--- src/rtl/osd_window_gen.sv ---
module osd_window_gen #(
  parameter int LINE_W = 10,
  parameter int DOT_W  = 10
) (
  input  logic              clk,
  input  logic              rst_n,
  input  logic              hsync_in,
  input  logic              vsync_in,
  input  logic [LINE_W-1:0] cfg_line_start,
  input  logic [LINE_W-1:0] cfg_height,
  input  logic [DOT_W-1:0]  cfg_dot_start,
  input  logic [DOT_W-1:0]  cfg_width,
  input  logic [2:0]        cfg_colour,
  input  logic              cfg_cap_sel,
  input  logic              menu_pix,
  input  logic              cap_pix,
  output logic              r_out,
  output logic              g_out,
  output logic              b_out,
  output logic              blank_out
);
  localparam logic [LINE_W-1:0] LINE_MAX = '1;
  localparam logic [DOT_W-1:0]  DOT_MAX  = '1;

  logic [2:0] hs_q, vs_q;
  logic h_rise, v_rise;
  logic [LINE_W-1:0] line_cnt, sh_line_start, sh_height;
  logic [DOT_W-1:0]  dot_cnt, sh_dot_start, sh_width;
  logic line_in, dot_in, in_win;
  logic [2:0] menu_rgb, pix_rgb, rgb_nxt;

  always_ff @(posedge clk or negedge rst_n)
    if (!rst_n) begin
      hs_q <= '0;
      vs_q <= '0;
    end else begin
      hs_q <= {hs_q[1:0], hsync_in};
      vs_q <= {vs_q[1:0], vsync_in};
    end

  assign h_rise = hs_q[1] & ~hs_q[2];
  assign v_rise = vs_q[1] & ~vs_q[2];

  always_ff @(posedge clk or negedge rst_n)
    if (!rst_n) begin
      line_cnt      <= '0;
      dot_cnt       <= '0;
      sh_line_start <= '0;
      sh_height     <= '0;
      sh_dot_start  <= '0;
      sh_width      <= '0;
    end else begin
      if (v_rise) begin
        line_cnt      <= '0;
        sh_line_start <= cfg_line_start;
        sh_height     <= cfg_height;
        sh_dot_start  <= cfg_dot_start;
        sh_width      <= cfg_width;
      end else if (h_rise && line_cnt != LINE_MAX) begin
        line_cnt <= line_cnt + 1'b1;
      end
      if (h_rise)
        dot_cnt <= '0;
      else if (dot_cnt != DOT_MAX)
        dot_cnt <= dot_cnt + 1'b1;
    end

  assign line_in = ({1'b0, line_cnt} >= {1'b0, sh_line_start}) &&
                   ({1'b0, line_cnt} <  {1'b0, sh_line_start} + {1'b0, sh_height});
  assign dot_in  = ({1'b0, dot_cnt} >= {1'b0, sh_dot_start}) &&
                   ({1'b0, dot_cnt} <  {1'b0, sh_dot_start} + {1'b0, sh_width});
  assign in_win  = line_in && dot_in;

  always_comb
    case (cfg_colour)
      3'd0:    menu_rgb = 3'b010;
      3'd1:    menu_rgb = 3'b100;
      3'd2:    menu_rgb = 3'b111;
      3'd3:    menu_rgb = 3'b110;
      3'd4:    menu_rgb = 3'b011;
      default: menu_rgb = 3'b000;
    endcase

  assign pix_rgb = cfg_cap_sel ? {3{cap_pix}} : (menu_pix ? menu_rgb : 3'b000);
  assign rgb_nxt = in_win ? pix_rgb : 3'b000;

  always_ff @(posedge clk or negedge rst_n)
    if (!rst_n) begin
      {r_out, g_out, b_out} <= '0;
      blank_out             <= 1'b0;
    end else begin
      {r_out, g_out, b_out} <= rgb_nxt;
      blank_out             <= |rgb_nxt;
    end
endmodule


--- config.mk ---
export PLATFORM = sky130hd
export DESIGN_NAME = osd_window_gen
export DESIGN_NICKNAME = d
export VERILOG_FILES = /design/src/rtl/osd_window_gen.sv
export SDC_FILE = /design/constraint.sdc
export NUM_CORES = 1
export LEC_CHECK = 0
export CAP_MARGIN = 20
export CORE_ASPECT_RATIO = 0.5
export CORE_UTILIZATION = 40
export CTS_CLUSTER_DIAMETER = 80
export DETAILED_ROUTE_END_ITERATION = 7
export DONT_BUFFER_PORTS = 1
export GPL_TIMING_DRIVEN = 0
export SLEW_MARGIN = 20
export SYNTH_ARGS = -nofsm -noshare
export SYNTH_HDL_FRONTEND = slang
export SYNTH_SLANG_ARGS = --single-unit
--- constraint.sdc ---
create_clock -name clk -period 4.4 [get_ports clk]
set_input_delay 1.1 -clock clk [delete_from_list [all_inputs] [get_ports clk]]
set_output_delay 1.1 -clock clk [all_outputs]
set_load 0.01 [all_outputs]
* Yosys cells after proc, flatten, opt, wreduce, memory -nomap -nowiden
Index checks and enable logic that the tools add are counted.
Storage, ports and cells: flip-flop bits (word level) 70, input bits 50, output and inout bits 4
Cells by class: $add $sub $neg 4, order comparisons 4, equality and inequality tests 6, mux-type cells 8, bitwise logic cells 4, reduce and logical (&&, ||, !) cells 8
Operators with widths (number):
- $mux 10 | 4
- $add 10x10->11 | 2
- $lt 10x11->1 | 2
- $add 10x1->10 const B | 2
- $ge 10x10->1 | 2
- $ne 10x10->1 const B | 2
- $pmux 3 s5 | 1
- $mux 3 | 3
- $eq 3x2->1 const B | 2
- $logic_and 1x1->1 | 4
- $reduce_bool 2->1 | 2
- $eq 3x1->1 const B | 1
- $eq 3x3->1 const B | 1
- $logic_not 3->1 | 1
- $reduce_or 3->1 | 1
- $and 1x1->1 | 2
- $not 1->1 | 2

* Logic depth before layout (Yosys ltp)
depth after elaboration 6, mapped depth 14

* Worst setup path before layout
Ideal clock, no wire load.
path kind reg-to-reg, start point reg sh_line_start[0], end point reg blank_out, arrival time 3185 ps, path slack 1129 ps, stages on the path, launching flop included 15, clock period less this slack 3271 ps, cell sequence dfrtp_1 > ha_1 > fa_1 > a211oi_1 > nor2_1 > o21a_1 > nor2_1 > xor2_1 > ha_1 > a2111oi_2 > o21ai_1 > a21oi_1 > a2111oi_0 > a2111o_1 > nor3_1
On the way: cells in the longest elaborated chain, start to end 6, elaborated cells on any way between the ends 7, classes of those cells add/sub: 1; order compare: 2; mux: 1; reduce/logical: 3
Ends and longest elaborated chain:
- start: declaration | RTL line 27 | logic [LINE_W-1:0] line_cnt, sh_line_start, sh_height;
- start signal: assignment | RTL line 55 | sh_line_start <= cfg_line_start;
- $add 10x10->11 | RTL line 69 | ({1'b0, line_cnt} < {1'b0, sh_line_start} + {1'b0, sh_height});
- $lt 10x11->1 | RTL line 69
- $logic_and 1x1->1 * | RTL line 68 | assign line_in = ({1'b0, line_cnt} >= {1'b0, sh_line_start}) &&
- $logic_and 1x1->1 * | RTL line 72 | assign in_win = line_in && dot_in;
- $mux 3 * | RTL line 85 | assign rgb_nxt = in_win ? pix_rgb : 3'b000;
- $reduce_or 3->1 * | RTL line 93 | blank_out <= |rgb_nxt;
- end signal: assignment | RTL line 93
- end: declaration | RTL line 20 | output logic blank_out
Mark *: on every way between the ends. The rest lies on a longest branch, timed or not. A chain may end at the register's enable or synchronous reset.

* Worst setup path after layout
start point reg sh_line_start[0], end point reg g_out
On the way: cells in the longest elaborated chain, start to end 5, elaborated cells on any way between the ends 6, classes of those cells add/sub: 1; order compare: 2; mux: 1; reduce/logical: 2
Ends and longest elaborated chain:
- $add 10x10->11 | RTL line 69
- $lt 10x11->1 | RTL line 69
- $logic_and 1x1->1 * | RTL line 68
- $logic_and 1x1->1 * | RTL line 72
- $mux 3 * | RTL line 85
- via rgb_nxt[1] | RTL line 30 | logic [2:0] menu_rgb, pix_rgb, rgb_nxt;
- end signal: assignment | RTL line 92 | {r_out, g_out, b_out} <= rgb_nxt;
- end: declaration | RTL line 18 | output logic g_out,
Mark *: on every way through the listed nets, which the timed path passes. The rest lies on a longest branch.

==> results.sh <==
export IMPL_outcome="finished, final reports clean"
export IMPL_floorplan_initialDensity_pct=42.2
export IMPL_wl_met3_um=421
export IMPL_critPathKind="flop to flop"
export IMPL_mostFrequentLayoutCells="70 x dfrtp_1, 60 x ha_1, 38 x o21ai_0"
export IMPL_final_min_period_over_clock_period_pct=86.9
export IMPL_worst_min_path_class="flop to flop"
export IMPL_pre_repair_dr_iteration_count=4
export IMPL_drt_drc_violations_left=0
export IMPL_ctsLongestPathBuffers=2
export IMPL_vias=3109
export IMPL_gp_congestion=0.765
export IMPL_global_route_usage_over_all_layers_pct=17.7
export IMPL_die_area_um2=11500
export IMPL_ff_latch_area_um2=1750
export IMPL_commonest_non_fill_non_tap_cell_in_the_layout="dfrtp_1"
export IMPL_drv_max_cap_violation_count=0
export IMPL_total_length_of_routed_met2_wires_um=4190
export IMPL_route_top_layer_used="met4"
export IMPL_cts_sink_count=70
export IMPL_top_level_ports=54
export IMPL_yosysTopAreaCell="dfrtp_1"
export IMPL_arithmetic_cell_share_of_the_synthesized_area_counting_full_adders_half_adders_and_majority_gates_pct=18.0
export IMPL_leakagePower_nw=2.29
export IMPL_area_fraction_in_compound_gates_after_synthesis_pct=15.7
export IMPL_clkLatencyLatePin_ns=0.33
export IMPL_synth_xor_area_share_pct=5.37
export IMPL_async_sr_flop_fraction_pct=100
export IMPL_setup_total_negative_slack_ns=0
export IMPL_ir_worst_vdd_mv=0.192
export IMPL_port_buffer_count=0
export IMPL_avgSynthCellArea_um2=10.1
export IMPL_wirelength_um=9110
export IMPL_cts_repair_timing_setup_buffer_count=0
export IMPL_cts_buffers_inserted=9
export IMPL_worst_setup_hold_path_clk_slew_ns=0.05
export IMPL_synthesis_instances=435
export IMPL_power_density_nw_per_um2=419
export IMPL_wire_length_of_the_first_global_routing_pass_um=15600
export IMPL_num_nets_final=558
export IMPL_crit_path_end_kind="flop"
export IMPL_antenna_violation_net_count_after_detailed_routing=0
export IMPL_worstPathMaxFanout=4
export IMPL_start_kind="flop"
export IMPL_postSynthNetCount=547
export IMPL_hold_viol_final=0
export IMPL_synth_simple_gate_area_share_pct=11.5
export IMPL_grt_overflow=0
export IMPL_worstPathRequired_ns=4.64
export IMPL_grt_antenna_before_repair=0
export IMPL_achievable_frequency_mhz=261
export IMPL_finalSetupViolations=0
export IMPL_multiInputGateArea_um2=2500
export IMPL_first_global_vias=3124
export IMPL_floorplan_die_height_um=76.2
export IMPL_synth_seq_area_share_pct=39.8
export IMPL_rows=26
export IMPL_dominant_combinational_cell_family_by_area_after_synthesis="adder cells"
export IMPL_unrepaired_setup_endpoints_after_global_routing="no"
export IMPL_finalInstanceArea_um2=4850
export IMPL_dr_first_iter_drc_count=134
export IMPL_synth_top_cells_by_area="dfrtp_1 40%, ha_1 17%, mux2_2 5.6%, o21ai_0 4.3%, xor2_1 3.8%"
export IMPL_clock_skew_ns=0.00346
export IMPL_postCtsResizedCells=0
export IMPL_h_tree_depth=3
export IMPL_cts_tree="built"
export IMPL_synth_yosys_warnings=0
export IMPL_route_detailed_wl_per_inst_um=15.4
export IMPL_fp_dieW_um=150
export IMPL_synth_area_um2=4400
export IMPL_fillCellCount=995
export IMPL_grt_max_degree=71
export IMPL_synth_mux_area_fraction_pct=6.31
export IMPL_post_route_minimum_period_ns=3.82
export IMPL_slew_violations=0
export IMPL_worstMarginPinSlew_ns=0.879
export IMPL_synth_edff_count=0
export IMPL_synthFlopType="dfrtp_1"
export IMPL_cts_root_buffer="clkbuf_16"
export IMPL_dpl_hpwl_um=6920
export IMPL_post_dp_cell_area_um2=4580
export IMPL_postSynthRegisterBits=70
export IMPL_slew_headroom_pct=41.4
export IMPL_netlist_cell_type_count=45
export IMPL_diodes=0
export IMPL_design_core_area_um2=10400
export IMPL_syn2layout_area_growth_pct=10.1
export IMPL_viasPerCell=5.27
export IMPL_synth_largest_type_area_fraction_pct=39.8
export IMPL_worst_endpoint_arrival_ns=4.06
export IMPL_drt_met1_wl_um=4440
export IMPL_drive_above_1_share_pct=9.11
export IMPL_postCtsHoldBufs=0
-- layer usage --
| metal | vias to the layer above | track usage [%] |
|---|---|---|
| li1 | 1578 | - |
| met1 | 1479 | 24.8 |
| met2 | 46 | 27.1 |
| met3 | 6 | 4.67 |
| met4 | 0 | 4.24 |
| met5 | - | 0 |
-- worst max-delay path: stages (launching register included) --
cell	delay, ns
dfrtp_1	0.39
ha_1	0.23
fa_1	0.43
a211oi_1	0.25
nor2_1	0.11
o21a_1	0.21
nor2_1	0.11
xor2_1	0.17
ha_1	0.27
a2111oi_2	0.38
o21ai_1	0.13
a21oi_1	0.21
a2111oi_0	0.12
a2111o_1	0.48
nor3_1	0.22
-- worst paths after layout --
check	slack (ns)	depth (start not counted)	startpoint	endpoint
worst max-delay path	0.58	14	sh_line_start[0]$_DFFE_PN0P_	g_out$_DFF_PN0_
worst min-delay path	0.35	0	hs_q[0]$_DFF_PN0_	hs_q[1]$_DFF_PN0_
worst max register to register	0.58	14	sh_line_start[0]$_DFFE_PN0P_	g_out$_DFF_PN0_
worst min register to register	0.35	0	hs_q[0]$_DFF_PN0_	hs_q[1]$_DFF_PN0_
max in group asynchronous	3.77	0	rst_n	sh_dot_start[2]$_DFFE_PN0P_
min in group asynchronous	0.46	0	rst_n	sh_line_start[0]$_DFFE_PN0P_
-- state kept, by name (all words and copies together), names as in the netlist --
register,flops
sh_height,10
vs_q,3
dot_cnt,10
hs_q,3
sh_width,10
blank_out,1
r_out,1
line_cnt,10
g_out,1
sh_dot_start,10
sh_line_start,10
b_out,1
-- cell type report --
| class | instances | area share, % |
|---|---|---|
| sequential | 70 | 36.1 |
| multi-input combinational | 327 | 51.6 |
| clock inverter | 1 | 0.103 |
| tap | 140 | 3.61 |
| inverter | 28 | 2.17 |
| buffer | 10 | 0.878 |
| clock buffer | 14 | 5.45 |
-- synthesized netlist by cell type (all sizes together) (8+ instances only) --
library cell,count
dfrtp,70
ha,60
o21ai,41
nand2,30
nor2,30
inv,28
a21oi,24
mux2,22
xor2,19
nor3,9
clkbuf,8
xnor2,8
-- kinds of logic (layout without fill, tap and decap cells) --
logic type	after synthesis	after routing
buffers and inverters	38	53
xor gates and xnor gates	27	27
and+or+nand+nor	107	107
AOI/OAI and AO/OA	106	106
DFF	70	70
adders and majority gates	62	62
muxes	25	25
-- power by group --
| group | switching, mW | internal (mW) |
|---|---|---|
| Combinational | 0.308 | 0.280 |
| Clock | 0.251 | 0.408 |
| Sequential | 0.0692 | 0.717 |
-- metrics by stage --
step                cells  setup slack, ns  total power [mW]  hold slack (ns)  utilization, %
CTS                   590            0.563              2.06            0.347            46.4
detailed placement    575            0.608              1.39            0.336            43.8
floorplan             435             1.13              1.26            0.331               -
global placement      575            0.648              1.37            0.332            43.8
global route          590            0.309              2.20            0.358            46.4
finish                590            0.575              2.03            0.347            46.4
Power figures use the tool's default switching activity.
